File: config.mk
export PLATFORM = sky130hd
export DESIGN_NAME = smbh_regbank
export DESIGN_NICKNAME = d
export VERILOG_FILES = /design/src/rtl/smbh_pkg.sv /design/src/rtl/smbh_status.sv /design/src/rtl/smbh_ctrl.sv /design/src/rtl/smbh_rdmux.sv /design/src/rtl/smbh_regbank.sv
export SDC_FILE = /design/constraint.sdc
export NUM_CORES = 1
export LEC_CHECK = 0
export BUFFER_PORTS_ARGS = -buffer_cell sky130_fd_sc_hd__buf_2
export CAP_MARGIN = 20
export CELL_PAD_IN_SITES_DETAIL_PLACEMENT = 1
export CELL_PAD_IN_SITES_GLOBAL_PLACEMENT = 1
export CORE_ASPECT_RATIO = 1.2
export CORE_UTILIZATION = 36
export DETAILED_ROUTE_END_ITERATION = 8
export PLACE_DENSITY = 0.87
export SYNTH_ARGS = -nofsm -noshare
export SYNTH_HDL_FRONTEND = slang
export SYNTH_HIERARCHICAL = 1
export SYNTH_SLANG_ARGS = --single-unit
File: constraint.sdc
create_clock -name clk -period 1.77 [get_ports clk]
set_clock_uncertainty 0.05 [all_clocks]
set_input_delay 0 -clock clk [delete_from_list [all_inputs] [get_ports clk]]
set_output_delay 0 -clock clk [all_outputs]
set_load 0.1 [all_outputs]
File: src/rtl/smbh_pkg.sv
package smbh_pkg;
  localparam logic [7:0] OFF_STS  = 8'h00;
  localparam logic [7:0] OFF_CTL  = 8'h02;
  localparam logic [7:0] OFF_CMD  = 8'h03;
  localparam logic [7:0] OFF_ADR  = 8'h04;
  localparam logic [7:0] OFF_D0   = 8'h05;
  localparam logic [7:0] OFF_D1   = 8'h06;
  localparam logic [7:0] OFF_BLK  = 8'h07;
  localparam logic [7:0] OFF_AUX  = 8'h0D;

  localparam int ST_BUSY = 0;
  localparam int ST_FAIL = 4;

  localparam int CT_IEN   = 0;
  localparam int CT_KILL  = 1;
  localparam int CT_LAST  = 5;
  localparam int CT_START = 6;
  localparam int CT_PEC   = 7;

  localparam logic [7:0] CTL_RD_MASK = 8'h1F;
  localparam logic [7:0] AUX_MASK    = 8'h03;
endpackage

File: src/rtl/smbh_status.sv
module smbh_status
  import smbh_pkg::*;
(
  input  logic       clk,
  input  logic       rst,
  input  logic       sw_wr,
  input  logic [7:0] sw_wdata,
  input  logic       start_fx,
  input  logic       kill_fx,
  input  logic [7:0] eng_set,
  input  logic       eng_busy_clr,
  output logic [7:0] stat_q,
  output logic [7:0] stat_d
);
  always_comb begin
    stat_d = stat_q;
    if (sw_wr) stat_d = stat_d & ~(sw_wdata & ~(8'(1) << ST_BUSY));
    if (start_fx) stat_d[ST_BUSY] = 1'b1;
    if (kill_fx) begin
      stat_d[ST_FAIL] = 1'b1;
      stat_d[ST_BUSY] = 1'b0;
    end
    if (eng_busy_clr) stat_d[ST_BUSY] = 1'b0;
    stat_d = stat_d | eng_set;
  end

  always_ff @(posedge clk) begin
    if (rst) stat_q <= 8'h00;
    else     stat_q <= stat_d;
  end

  p_busy_keep_r3: assert property (@(posedge clk) disable iff (rst)
    (sw_wr && stat_q[ST_BUSY] && !kill_fx && !eng_busy_clr) |=> stat_q[ST_BUSY]);

  p_set_wins_r4: assert property (@(posedge clk) disable iff (rst)
    (eng_set != 8'h00) |=> ((stat_q & $past(eng_set)) == $past(eng_set)));

  p_kill_fail_r6: assert property (@(posedge clk) disable iff (rst)
    (kill_fx && !eng_set[ST_BUSY]) |=> (stat_q[ST_FAIL] && !stat_q[ST_BUSY]));
endmodule

File: src/rtl/smbh_ctrl.sv
module smbh_ctrl
  import smbh_pkg::*;
#(
  parameter int ADDR_W    = 6,
  parameter int BUF_DEPTH = 32,
  localparam int IW       = $clog2(BUF_DEPTH)
)(
  input  logic              clk,
  input  logic              rst,
  input  logic              wr,
  input  logic [ADDR_W-1:0] addr,
  input  logic [7:0]        wdata,
  input  logic [2:0]        eng_dsel,
  input  logic [7:0]        eng_dat,
  input  logic              eng_done,
  input  logic              eng_idx_step,
  input  logic              eng_busy_clr,
  output logic [7:0]        ctl_q,
  output logic [7:0]        cmd_q,
  output logic [7:0]        adr_q,
  output logic [7:0]        d0_q,
  output logic [7:0]        d1_q,
  output logic [7:0]        blk_q,
  output logic [1:0]        aux_q,
  output logic              sts_wr,
  output logic              start_fx,
  output logic              kill_fx,
  output logic              start_pulse,
  output logic              ien_d,
  output logic [IW-1:0]     blk_idx,
  output logic              op_done
);
  localparam logic [IW-1:0] IDX_LAST = IW'(BUF_DEPTH - 1);

  logic wr_ctl, wr_cmd, wr_adr, wr_d0, wr_d1, wr_blk, wr_aux;
  logic [7:0] ctl_d;

  always_comb begin
    sts_wr = wr && (addr == ADDR_W'(OFF_STS));
    wr_ctl = wr && (addr == ADDR_W'(OFF_CTL));
    wr_cmd = wr && (addr == ADDR_W'(OFF_CMD));
    wr_adr = wr && (addr == ADDR_W'(OFF_ADR));
    wr_d0  = wr && (addr == ADDR_W'(OFF_D0));
    wr_d1  = wr && (addr == ADDR_W'(OFF_D1));
    wr_blk = wr && (addr == ADDR_W'(OFF_BLK));
    wr_aux = wr && (addr == ADDR_W'(OFF_AUX));
    start_fx = wr_ctl && wdata[CT_START];
    kill_fx  = wr_ctl && wdata[CT_KILL];
    ctl_d = ctl_q;
    if (wr_ctl) begin
      ctl_d = wdata;
      ctl_d[CT_START] = 1'b0;
    end
    ien_d = ctl_d[CT_IEN];
  end

  always_ff @(posedge clk) begin
    if (rst) begin
      ctl_q <= 8'h00;
      cmd_q <= 8'h00;
      adr_q <= 8'h00;
      aux_q <= 2'b00;
      start_pulse <= 1'b0;
    end else begin
      ctl_q <= ctl_d;
      if (wr_cmd) cmd_q <= wdata;
      if (wr_adr) adr_q <= wdata;
      if (wr_aux) aux_q <= wdata[1:0] & AUX_MASK[1:0];
      start_pulse <= start_fx;
    end
  end

  // Data registers with engine-over-software precedence, one per select bit
  logic [7:0] dreg [3];
  logic [2:0] sw_sel;
  assign sw_sel = {wr_blk, wr_d1, wr_d0};

  for (genvar g = 0; g < 3; g++) begin : g_dreg
    always_ff @(posedge clk) begin
      if (rst)               dreg[g] <= 8'h00;
      else if (eng_dsel[g])  dreg[g] <= eng_dat;
      else if (sw_sel[g])    dreg[g] <= wdata;
    end
  end
  assign d0_q  = dreg[0];
  assign d1_q  = dreg[1];
  assign blk_q = dreg[2];

  always_ff @(posedge clk) begin
    if (rst) begin
      blk_idx <= '0;
      op_done <= 1'b1;
    end else if (kill_fx) begin
      blk_idx <= '0;
      op_done <= 1'b1;
    end else if (start_fx) begin
      blk_idx <= '0;
      op_done <= 1'b0;
    end else begin
      if (eng_idx_step) blk_idx <= (blk_idx == IDX_LAST) ? '0 : blk_idx + 1'b1;
      if (eng_done) op_done <= 1'b1;
    end
  end

  p_start_src_r5: assert property (@(posedge clk) disable iff (rst)
    start_pulse |-> $past(start_fx));

  p_kill_idx_r6: assert property (@(posedge clk) disable iff (rst)
    kill_fx |=> (blk_idx == '0 && op_done));

  p_idx_wrap_r10: assert property (@(posedge clk) disable iff (rst)
    (eng_idx_step && !kill_fx && !start_fx && blk_idx == IDX_LAST) |=> blk_idx == '0);

  p_busyclr_r11: assert property (@(posedge clk) disable iff (rst)
    (eng_done && !start_fx) |=> op_done);

  logic unused_ok;
  assign unused_ok = eng_busy_clr;
endmodule

File: src/rtl/smbh_rdmux.sv
module smbh_rdmux
  import smbh_pkg::*;
#(
  parameter int ADDR_W = 6
)(
  input  logic              clk,
  input  logic              rst,
  input  logic              rd,
  input  logic [ADDR_W-1:0] addr,
  input  logic [7:0]        stat,
  input  logic [7:0]        ctl,
  input  logic [7:0]        cmd,
  input  logic [7:0]        adr,
  input  logic [7:0]        d0,
  input  logic [7:0]        d1,
  input  logic [7:0]        blk,
  input  logic [1:0]        aux,
  output logic [7:0]        rdata
);
  logic [7:0] sel;
  logic       hit;

  always_comb begin
    hit = 1'b1;
    case (addr)
      ADDR_W'(OFF_STS): sel = stat;
      ADDR_W'(OFF_CTL): sel = ctl & CTL_RD_MASK;
      ADDR_W'(OFF_CMD): sel = cmd;
      ADDR_W'(OFF_ADR): sel = adr;
      ADDR_W'(OFF_D0):  sel = d0;
      ADDR_W'(OFF_D1):  sel = d1;
      ADDR_W'(OFF_BLK): sel = blk;
      ADDR_W'(OFF_AUX): sel = {6'b0, aux};
      default: begin
        sel = 8'h00;
        hit = 1'b0;
      end
    endcase
  end

  always_ff @(posedge clk) begin
    if (rst)     rdata <= 8'h00;
    else if (rd) rdata <= sel;
  end

  p_unmapped_r2: assert property (@(posedge clk) disable iff (rst)
    (rd && !hit) |=> rdata == 8'h00);

  p_ctl_mask_r5: assert property (@(posedge clk) disable iff (rst)
    (rd && addr == ADDR_W'(OFF_CTL)) |=> rdata[7:5] == 3'b000);
endmodule

File: src/rtl/smbh_regbank.sv
module smbh_regbank
  import smbh_pkg::*;
#(
  parameter int ADDR_W    = 6,
  parameter int BUF_DEPTH = 32,
  localparam int IW       = $clog2(BUF_DEPTH)
)(
  input  logic              clk,
  input  logic              rst,
  input  logic [ADDR_W-1:0] bus_addr,
  input  logic              bus_rd,
  input  logic              bus_wr,
  input  logic [7:0]        bus_wdata,
  output logic [7:0]        bus_rdata,
  output logic              irq,
  output logic              start_pulse,
  output logic [2:0]        cfg_prot,
  output logic              cfg_last,
  output logic              cfg_pec_en,
  output logic              cfg_aux_pec,
  output logic              cfg_aux_blk,
  output logic [7:0]        cfg_cmd,
  output logic [7:0]        cfg_addr,
  output logic [7:0]        cfg_data0,
  output logic [7:0]        cfg_data1,
  output logic [7:0]        cfg_blkdat,
  output logic [IW-1:0]     blk_idx,
  output logic              op_done,
  input  logic [7:0]        eng_set,
  input  logic              eng_busy_clr,
  input  logic              eng_done,
  input  logic              eng_idx_step,
  input  logic [2:0]        eng_dsel,
  input  logic [7:0]        eng_dat
);
  logic [7:0] ctl_q, cmd_q, adr_q, d0_q, d1_q, blk_q, stat_q, stat_d;
  logic [1:0] aux_q;
  logic sts_wr, start_fx, kill_fx, ien_d;

  smbh_ctrl #(.ADDR_W(ADDR_W), .BUF_DEPTH(BUF_DEPTH)) u_ctrl (
    .clk(clk), .rst(rst), .wr(bus_wr), .addr(bus_addr), .wdata(bus_wdata),
    .eng_dsel(eng_dsel), .eng_dat(eng_dat), .eng_done(eng_done),
    .eng_idx_step(eng_idx_step), .eng_busy_clr(eng_busy_clr),
    .ctl_q(ctl_q), .cmd_q(cmd_q), .adr_q(adr_q), .d0_q(d0_q), .d1_q(d1_q),
    .blk_q(blk_q), .aux_q(aux_q), .sts_wr(sts_wr), .start_fx(start_fx),
    .kill_fx(kill_fx), .start_pulse(start_pulse), .ien_d(ien_d),
    .blk_idx(blk_idx), .op_done(op_done)
  );

  smbh_status u_status (
    .clk(clk), .rst(rst), .sw_wr(sts_wr), .sw_wdata(bus_wdata),
    .start_fx(start_fx), .kill_fx(kill_fx), .eng_set(eng_set),
    .eng_busy_clr(eng_busy_clr), .stat_q(stat_q), .stat_d(stat_d)
  );

  smbh_rdmux #(.ADDR_W(ADDR_W)) u_rdmux (
    .clk(clk), .rst(rst), .rd(bus_rd), .addr(bus_addr), .stat(stat_q),
    .ctl(ctl_q), .cmd(cmd_q), .adr(adr_q), .d0(d0_q), .d1(d1_q),
    .blk(blk_q), .aux(aux_q), .rdata(bus_rdata)
  );

  always_ff @(posedge clk) begin
    if (rst) irq <= 1'b0;
    else     irq <= ien_d && (stat_d[7:1] != 7'h00);
  end

  assign cfg_prot    = ctl_q[4:2];
  assign cfg_last    = ctl_q[CT_LAST];
  assign cfg_pec_en  = ctl_q[CT_PEC];
  assign cfg_aux_pec = aux_q[0];
  assign cfg_aux_blk = aux_q[1];
  assign cfg_cmd     = cmd_q;
  assign cfg_addr    = adr_q;
  assign cfg_data0   = d0_q;
  assign cfg_data1   = d1_q;
  assign cfg_blkdat  = blk_q;

  p_irq_match_r7: assert property (@(posedge clk) disable iff (rst)
    irq == (ctl_q[CT_IEN] && (stat_q[7:1] != 7'h00)));

  p_busy_noirq_r7: assert property (@(posedge clk) disable iff (rst)
    (stat_q[7:1] == 7'h00) |-> !irq);

  p_reset_state_r1: assert property (@(posedge clk)
    $past(rst) |-> (stat_q == 8'h00 && !irq && op_done && blk_idx == '0));
endmodule

==> results of run 1 <==
-- state kept, by name (all words and copies together) (netlist names), 2 cells and up --
signal           flops
u_ctrl/dreg         24
u_ctrl/adr_q         8
u_ctrl/cmd_q         8
u_rdmux/rdata        8
u_status/stat_q      8
u_ctrl/ctl_q         7
u_ctrl/blk_idx       5
u_ctrl/aux_q         2
-- per-stage QoR --
stage	area, sq um	cells	power, mW	worst slack, ps	hold slack, ps
final	4990	626	4.58	77.2	53.2
after global placement	4400	582	2.68	96.6	196
after global routing	4990	626	4.71	-3.32	24.7
after floorplan	3740	355	2.48	-127	14.3
after detailed placement	4400	582	2.70	8.89	201
after CTS	4980	625	4.61	24.5	0.725
-- power breakdown --
part           switching, mW  leakage [nW]  internal, mW
Combinational          0.654          1.38         0.224
Sequential            0.0485         0.658          1.80
Clock                  0.731         0.142          1.12
-- worst max-delay path, cell delays in order, from the launching register on --
cell and delay (ps):
dfxtp_2 350, ha_2 210, and3_1 210, ha_2 210
or4_1 470, a21oi_1 130
-- what timing repair did --
item / 4_1_cts / 5_1_grt
resized for setup: 0 / 2
endpoints found under the hold margin: 39 / 0
setup endpoints to repair: 0 / 2
hold buffers: 27 / 0
setup buffers: 0 / 1
-- layout make-up --
type | count | area [sq um]
multi-input cells | 251 | 1830
fillers | 1152 | 5070
inverters | 10 | 37.5
clock buffers | 13 | 283
clock inverters | 3 | 20.0
repair buffers | 150 | 951
well taps | 126 | 158
flip-flops and latches | 73 | 1710
-- per-layer routing --
layer	track usage, %	vias to the layer above	share of wire (%)
met1	31.2	1790	39
met3	5.73	35	5.6
met5	0	-	0
li1	-	1598	-
met2	46.8	154	52
met4	11.5	0	3.1
-- final timing paths --
kind	from	end	slack [ps]	cells past startpoint
worst max-delay path	u_ctrl/blk_idx[0]$_SDFFE_PP0P_	u_ctrl/blk_idx[3]$_SDFFE_PP0P_	80	5
worst min register to register	u_rdmux/rdata[4]$_SDFFE_PP0P_	u_rdmux/rdata[4]$_SDFFE_PP0P_	430	2
worst min-delay path	eng_set[2]	u_status/stat_q[2]$_SDFF_PP0_	50	3
worst max register to register	u_ctrl/blk_idx[0]$_SDFFE_PP0P_	u_ctrl/blk_idx[3]$_SDFFE_PP0P_	80	5
-- cells in the final DEF (no fill, tap or decap), drive strengths merged, types with 4 or more instances in the layout --
master       count
nand2           54
mux2i           20
dfxtp           49
edfxtp          24
buf            123
nand3           23
mux2             5
inv              9
o21ai           10
mux4             8
a21oi           22
clkbuf          13
dlygate4sd3     27
a21o             6
nor2b           12
o31ai           17
nor3b            4
nor2            16
nand4b           8
==> results_dict.tcl, run 1 <==
set metrics [dict create \
    first_global_vias 3706 \
    wl_per_cell_um 21.6 \
    cts_tree "yes" \
    num_vias 3577 \
    dieArea_sq_um 10800 \
    finalHoldViolations 0 \
    gp_congestion 0.850 \
    period_share_pct 95.6 \
    core_area_sq_um 10100 \
    synthesis.area_sq_um 3730 \
    post-route-util_pct 49.6 \
    grt_max_degree 35 \
    fin_nets 537 \
    vias_per_cell 5.71 \
    io_pins 103 \
    htree_levels 3 \
    fmax_mhz 591 \
    clkSlewWorstSetupHoldPaths_ps 60 \
    row_count 40 \
    fp.dieW_um 94.9 \
    drv_slew 0 \
    drt_pass1_iterations 4 \
    die_h_um 113 \
    grt_usage_pct 26.8 \
    setup_tns_ps 0 \
    ir_drop_v 0.000499 \
    drt_iter0_drc 218 \
    syn-num-nets 397 \
    worstSkewPairLatency_ps 350 \
    io_buffers 102 \
    power.leakage_nw 2.18 \
    start_kind "register" \
    hpwlAfterDp_um 9690 \
    worstPathArrival_ps 1920 \
    setup_viol 0 \
    cts-root-buf "clkbuf_16" \
    outcome "completed" \
    antenna_left 0 \
    drcViolationCount 0 \
    powerDensity_nw_per_um2 918 \
    syn_inst 355 \
    grt_first_pass_wirelength_um 21100 \
    criticalPathCategory "reg2reg" \
    synth_warnings 6 \
    critical_path.max_fanout 6 \
    relSlewSlack_pct 59.3 \
    worst_pin_slew_ps 610 \
    wl_um 13500 \
    drive_gt1_share_pct 35.0 \
    cap_violations 0 \
    hold_class "in2reg" \
    grt_remaining_overflow 0 \
    crit_required_ps 1990 \
    clockBufferDepth 2 \
    synth_area_per_cell_sq_um 10.5 \
    antenna_found_initial 0 \
    cts.sinks 73 \
    fin_crit_ps 1690 \
    cts_buffers 9 \
    antennaDiodeCount 0 \
    initial_core_util_pct 37.1 \
    end_kind "register" \
    syn_to_final_growth_pct 33.8 \
]
(Power assumes the default switching activity.)
==> inputs of run 2 (changes only) <==
- ABC_AREA: not set -> 1
- CORE_ASPECT_RATIO: 1.2 -> not set
- CORE_MARGIN: not set -> 4
- CORE_UTILIZATION: 36 -> 34
==> run 2 against run 1 <==
  * Fmax grew 4.4%
  * Combinational power grew 5.5%
  * Wire length grew 13%
  * Clock power shrank 3%
  * Utilization shrank 3.7 points
  * Sequential cell count is the same
  * Via count grew 18%
  * Die area grew 26%
  * Largest power group unchanged
==> results_dict.tcl, run 2 <==
set metrics [dict create \
    cts.sinks 73 \
    outcome "completed" \
    fin_crit_ps 1620 \
    crit_required_ps 1950 \
    syn-num-nets 581 \
    criticalPathCategory "in2reg" \
    worst_pin_slew_ps 518 \
    clkSlewWorstSetupHoldPaths_ps 50 \
    cpMaxStageDelayCell "dlygate4sd3_1" \
    fp.dieW_um 116 \
    htree_levels 3 \
    setup_viol 0 \
    antennaDiodeCount 0 \
    cts-root-buf "clkbuf_16" \
    vias_per_cell 5.11 \
    start_kind "input pin" \
    fmax_mhz 617 \
    wl_per_cell_um 18.5 \
    end_kind "register" \
    hold_class "in2reg" \
    gp_congestion 0.898 \
    drive_gt1_share_pct 27.7 \
    power.leakage_nw 2.55 \
    drv_slew 0 \
    core_area_sq_um 11500 \
    drcViolationCount 0 \
    grt_first_pass_wirelength_um 23800 \
    clockBufferDepth 2 \
    final_common_cell "nand2_1" \
    synthesis.area_sq_um 4000 \
    fin_nets 722 \
    period_share_pct 91.6 \
    regMostFlops "u_ctrl/dreg" \
    row_count 39 \
    cts_tree "yes" \
    grt_remaining_overflow 0 \
    worstPathArrival_ps 1800 \
    syn_to_final_growth_pct 31.6 \
    drt_iter0_drc 283 \
    cts_buffers 9 \
    relSlewSlack_pct 65.4 \
    synth_warnings 6 \
    ir_drop_v 0.000523 \
    grt_max_degree 28 \
    rsz0062_at_grt "false" \
    final_cell_mix "139 x nand2_1, 102 x buf_2, 96 x nor2_1" \
    first_global_vias 4600 \
    finalHoldViolations 0 \
    critPathMaxStageDelay_ps 570 \
    synth_area_per_cell_sq_um 7.42 \
    antenna_found_initial 0 \
    worst_slack_ps 149 \
    grt_usage_pct 23.3 \
    power_mw 4.58 \
    critical_path.max_fanout 7 \
    worstSkewPairLatency_ps 350 \
    stdcell_count 828 \
    io_buffers 102 \
    cap_violations 0 \
    initial_core_util_pct 34.9 \
    dp.cells 780 \
    die_h_um 116 \
    place_ws_ps 174 \
    num_vias 4235 \
    dieArea_sq_um 13600 \
    hpwlAfterDp_um 11400 \
    path_cells "buf_2 > inv_2 > nor2_1 > nand2_1 > nor2_4 > nand2_2 > inv_1 > nor2_1 > nand2_1 > a21oi_1 > dlygate4sd3_1" \
    wl_um 15300 \
    antenna_left 0 \
    io_pins 103 \
    largest_register_ffs 24 \
    powerDensity_nw_per_um2 869 \
    syn_inst 539 \
    post_cts_resized 0 \
    drt_pass1_iterations 4 \
    setup_tns_ps 0 \
    whs_ps 50.3 \
]
-- run 2: repair_timing --
item	4_1_cts	5_1_grt
hold buffers	32	0
hold endpoints to repair	42	0
setup buffers	0	0
-- run 2: critical path: cells and delay by family --
family | cells | cell delay (ps)
buffers and inverters | 4 | 960
and+or+nand+nor | 6 | 760
AOI/OAI and AO/OA | 1 | 60
-- run 2: area by class of cell --
| class | count | area [sq um] |
|---|---|---|
| Clock buffer | 13 | 244 |
| Clock inverter | 3 | 42.5 |
| Fill cell | 1472 | 6200 |
| Inverter | 68 | 255 |
| Multi-Input combinational cell | 386 | 1940 |
| Sequential cell | 73 | 1710 |
| Tap cell | 143 | 179 |
| Timing Repair Buffer | 142 | 891 |
-- run 2: through the flow --
stage	util, %	instance area, sq um
floorplan	-	4010
global placement	40.6	4660
detailed placement	40.6	4660
CTS	45.9	5260
global route	45.9	5260
finish	45.9	5260
-- run 2: power by group --
group | internal [mW] | switching [mW]
Combinational | 0.198 | 0.728
Sequential | 1.81 | 0.0484
Clock | 1.11 | 0.690
-- run 2: worst paths after layout --
check	start	endpoint	slack, ps	cells past startpoint
worst max-delay path	bus_addr[1]	u_status/stat_q[0]$_SDFF_PP0_	150	11
worst min-delay path	bus_wdata[6]	u_ctrl/dreg[0][6]$_DFFE_PP_	50	3
worst max register to register	u_ctrl/blk_idx[0]$_SDFFE_PP0P_	u_ctrl/blk_idx[3]$_SDFFE_PP0P_	220	7
worst min register to register	u_ctrl/op_done$_SDFFE_PP1P_	u_ctrl/op_done$_SDFFE_PP1P_	440	2
-- run 2: layer usage --
layer	GRT usage [%]	part of all wire [%]
met1	28.5	42
met2	39.3	49
met3	4.30	5.5
met4	11.4	3.4
met5	0	0
==> inputs of run 3 (changes only) <==
- CELL_PAD_IN_SITES_DETAIL_PLACEMENT: 1 -> 0
==> run 3 against run 2 <==
  * First-iteration DRC count is 14% higher
  * Clock power hardly changed
  * Utilization hardly changed
  * Critical path depth stayed put
  * Sequential share of layout area hardly changed
  * Die area stayed put
  * Highest routed layer unchanged
==> results_dict.tcl, run 3 (synthesis results as in run 2) <==
set metrics [dict create \
    worst_slack_ps 217 \
    power_frac_clock_pct 39.6 \
    antenna_found_initial 0 \
    fp.dieW_um 116 \
    end_kind "register" \
    antenna_left 0 \
    setup_viol 0 \
    die_h_um 116 \
    finalHoldViolations 0 \
    relSlewSlack_pct 67.0 \
    htree_levels 3 \
    switching_share_pct 32.3 \
    grt_max_degree 28 \
    fin_crit_ps 1550 \
    clockBufferDepth 2 \
    hold_class "in2reg" \
    rsz0062_at_grt "false" \
    hold_buffers 32 \
    io_buffers 102 \
    cpMaxStageDelayCell "dlygate4sd3_1" \
    final_cell_mix "139 x nand2_1, 102 x buf_2, 96 x nor2_1" \
    path_buf_inv 4 \
    final_common_cell "nand2_1" \
    criticalPathCategory "in2reg" \
    period_share_pct 87.8 \
    p_int_mw 3.09 \
    core_area_sq_um 11500 \
    dieArea_sq_um 13600 \
    start_kind "input pin" \
    num_vias 4067 \
    cts_buffers 9 \
    path_cells "buf_2 > inv_1 > nand2_1 > nor2_4 > nand2_1 > nor2_1 > buf_4 > nand2_1 > nand2_1 > a21oi_1 > dlygate4sd3_1" \
    fmax_mhz 644 \
    post_cts_buffers 0 \
    worstSkewPairLatency_ps 340 \
    outcome "completed" \
    initial_core_util_pct 34.9 \
    io_pins 103 \
    post_cts_resized 0 \
    setup_tns_ps 0 \
    row_count 39 \
    drt_iter0_drc 323 \
    syn_to_final_growth_pct 31.6 \
    cts.sinks 73 \
    grt_usage_pct 19.9 \
    critical_path.max_fanout 7 \
    ir_drop_v 0.000578 \
    worstPathArrival_ps 1720 \
    critPathMaxStageDelay_ps 570 \
    cts-root-buf "clkbuf_16" \
    clkSlewWorstSetupHoldPaths_ps 60 \
    wl_per_cell_um 16.1 \
    fin_nets 722 \
    worst_pin_slew_ps 498 \
    crit_required_ps 1940 \
    first_global_vias 3923 \
    powerDensity_nw_per_um2 866 \
    hpwlAfterDp_um 10200 \
    sequentialPowerShare_pct 40.6 \
    drive_gt1_share_pct 28.0 \
    cts_tree "yes" \
    grt_remaining_overflow 0 \
    combPwrFrac_pct 19.9 \
    regMostFlops "u_ctrl/dreg" \
    critPathTopFamily "buffers and inverters" \
    gp_congestion 0.898 \
    grt_first_pass_wirelength_um 20300 \
    cpMostUsedCell "nand2_1" \
    antennaDiodeCount 0 \
    p_sw_mw 1.48 \
    drcViolationCount 0 \
    largest_register_ffs 24 \
    cap_violations 0 \
    drt_pass1_iterations 7 \
    wl_um 13400 \
    power.leakage_nw 2.55 \
    vias_per_cell 4.91 \
    drv_slew 0 \
    place_ws_ps 173 \
]
## run 3: per-stage QoR
stage	hold WS, ps	total power [mW]	std cells	utilization (%)	instance area (sq um)
5_1_grt	47.3	4.70	828	45.9	5270
2_1_floorplan	81.5	2.52	539	-	4010
6_report	21.3	4.56	828	45.9	5270
3_5_place_dp	176	2.73	780	40.6	4660
3_3_place_gp	180	2.73	780	40.6	4660
4_1_cts	16.1	4.57	828	45.9	5270
## run 3: layout make-up
cell class / instances / area [sq um]
Fill cell: 1121 / 6200
Multi-Input combinational cell: 386 / 1940
Sequential cell: 73 / 1710
Timing Repair Buffer: 142 / 891
Inverter: 68 / 255
Clock buffer: 10 / 229
Tap cell: 143 / 179
Clock inverter: 6 / 60.1
## run 3: worst paths after layout
| kind | start | end | slack (ps) | cells past startpoint |
|---|---|---|---|---|
| worst min-delay path | bus_wdata[6] | u_status/stat_q[6]$_SDFF_PP0_ | 20 | 4 |
| worst min register to register | u_rdmux/rdata[3]$_SDFFE_PP0P_ | u_rdmux/rdata[3]$_SDFFE_PP0P_ | 430 | 2 |
| worst max-delay path | bus_addr[5] | u_status/stat_q[4]$_SDFF_PP0_ | 220 | 11 |
| worst max register to register | u_ctrl/blk_idx[0]$_SDFFE_PP0P_ | u_ctrl/blk_idx[4]$_SDFFE_PP0P_ | 290 | 6 |
## run 3: per-layer routing
| layer | vias to the layer above | wire length (um) | share of wire, % | GRT usage, % |
|---|---|---|---|---|
| li1 | 2006 | - | - | - |
| met1 | 1889 | 5830 | 44 | 26.4 |
| met2 | 158 | 6380 | 48 | 33.2 |
| met3 | 14 | 972 | 7.3 | 3.42 |
| met4 | 0 | 177 | 1.3 | 6.19 |
| met5 | - | 0 | 0 | 0 |
## run 3: power groups by stage
stage | Sequential [mW] | Clock [mW] | Combinational [mW]
after floorplan | 2.28 | 0 | 0.239
after global placement | 1.88 | 0 | 0.841
after detailed placement | 1.89 | 0 | 0.845
after CTS | 1.85 | 1.82 | 0.904
final | 1.85 | 1.81 | 0.906
after global routing | 1.86 | 1.89 | 0.954
## run 3: worst register-to-register path, stage by stage (launching register included)
cell and delay, ps:
dfxtp_2 360, ha_1 180, inv_1 60, nor3_1 190, ha_1 280, mux2i_1 190, nor2_1 70
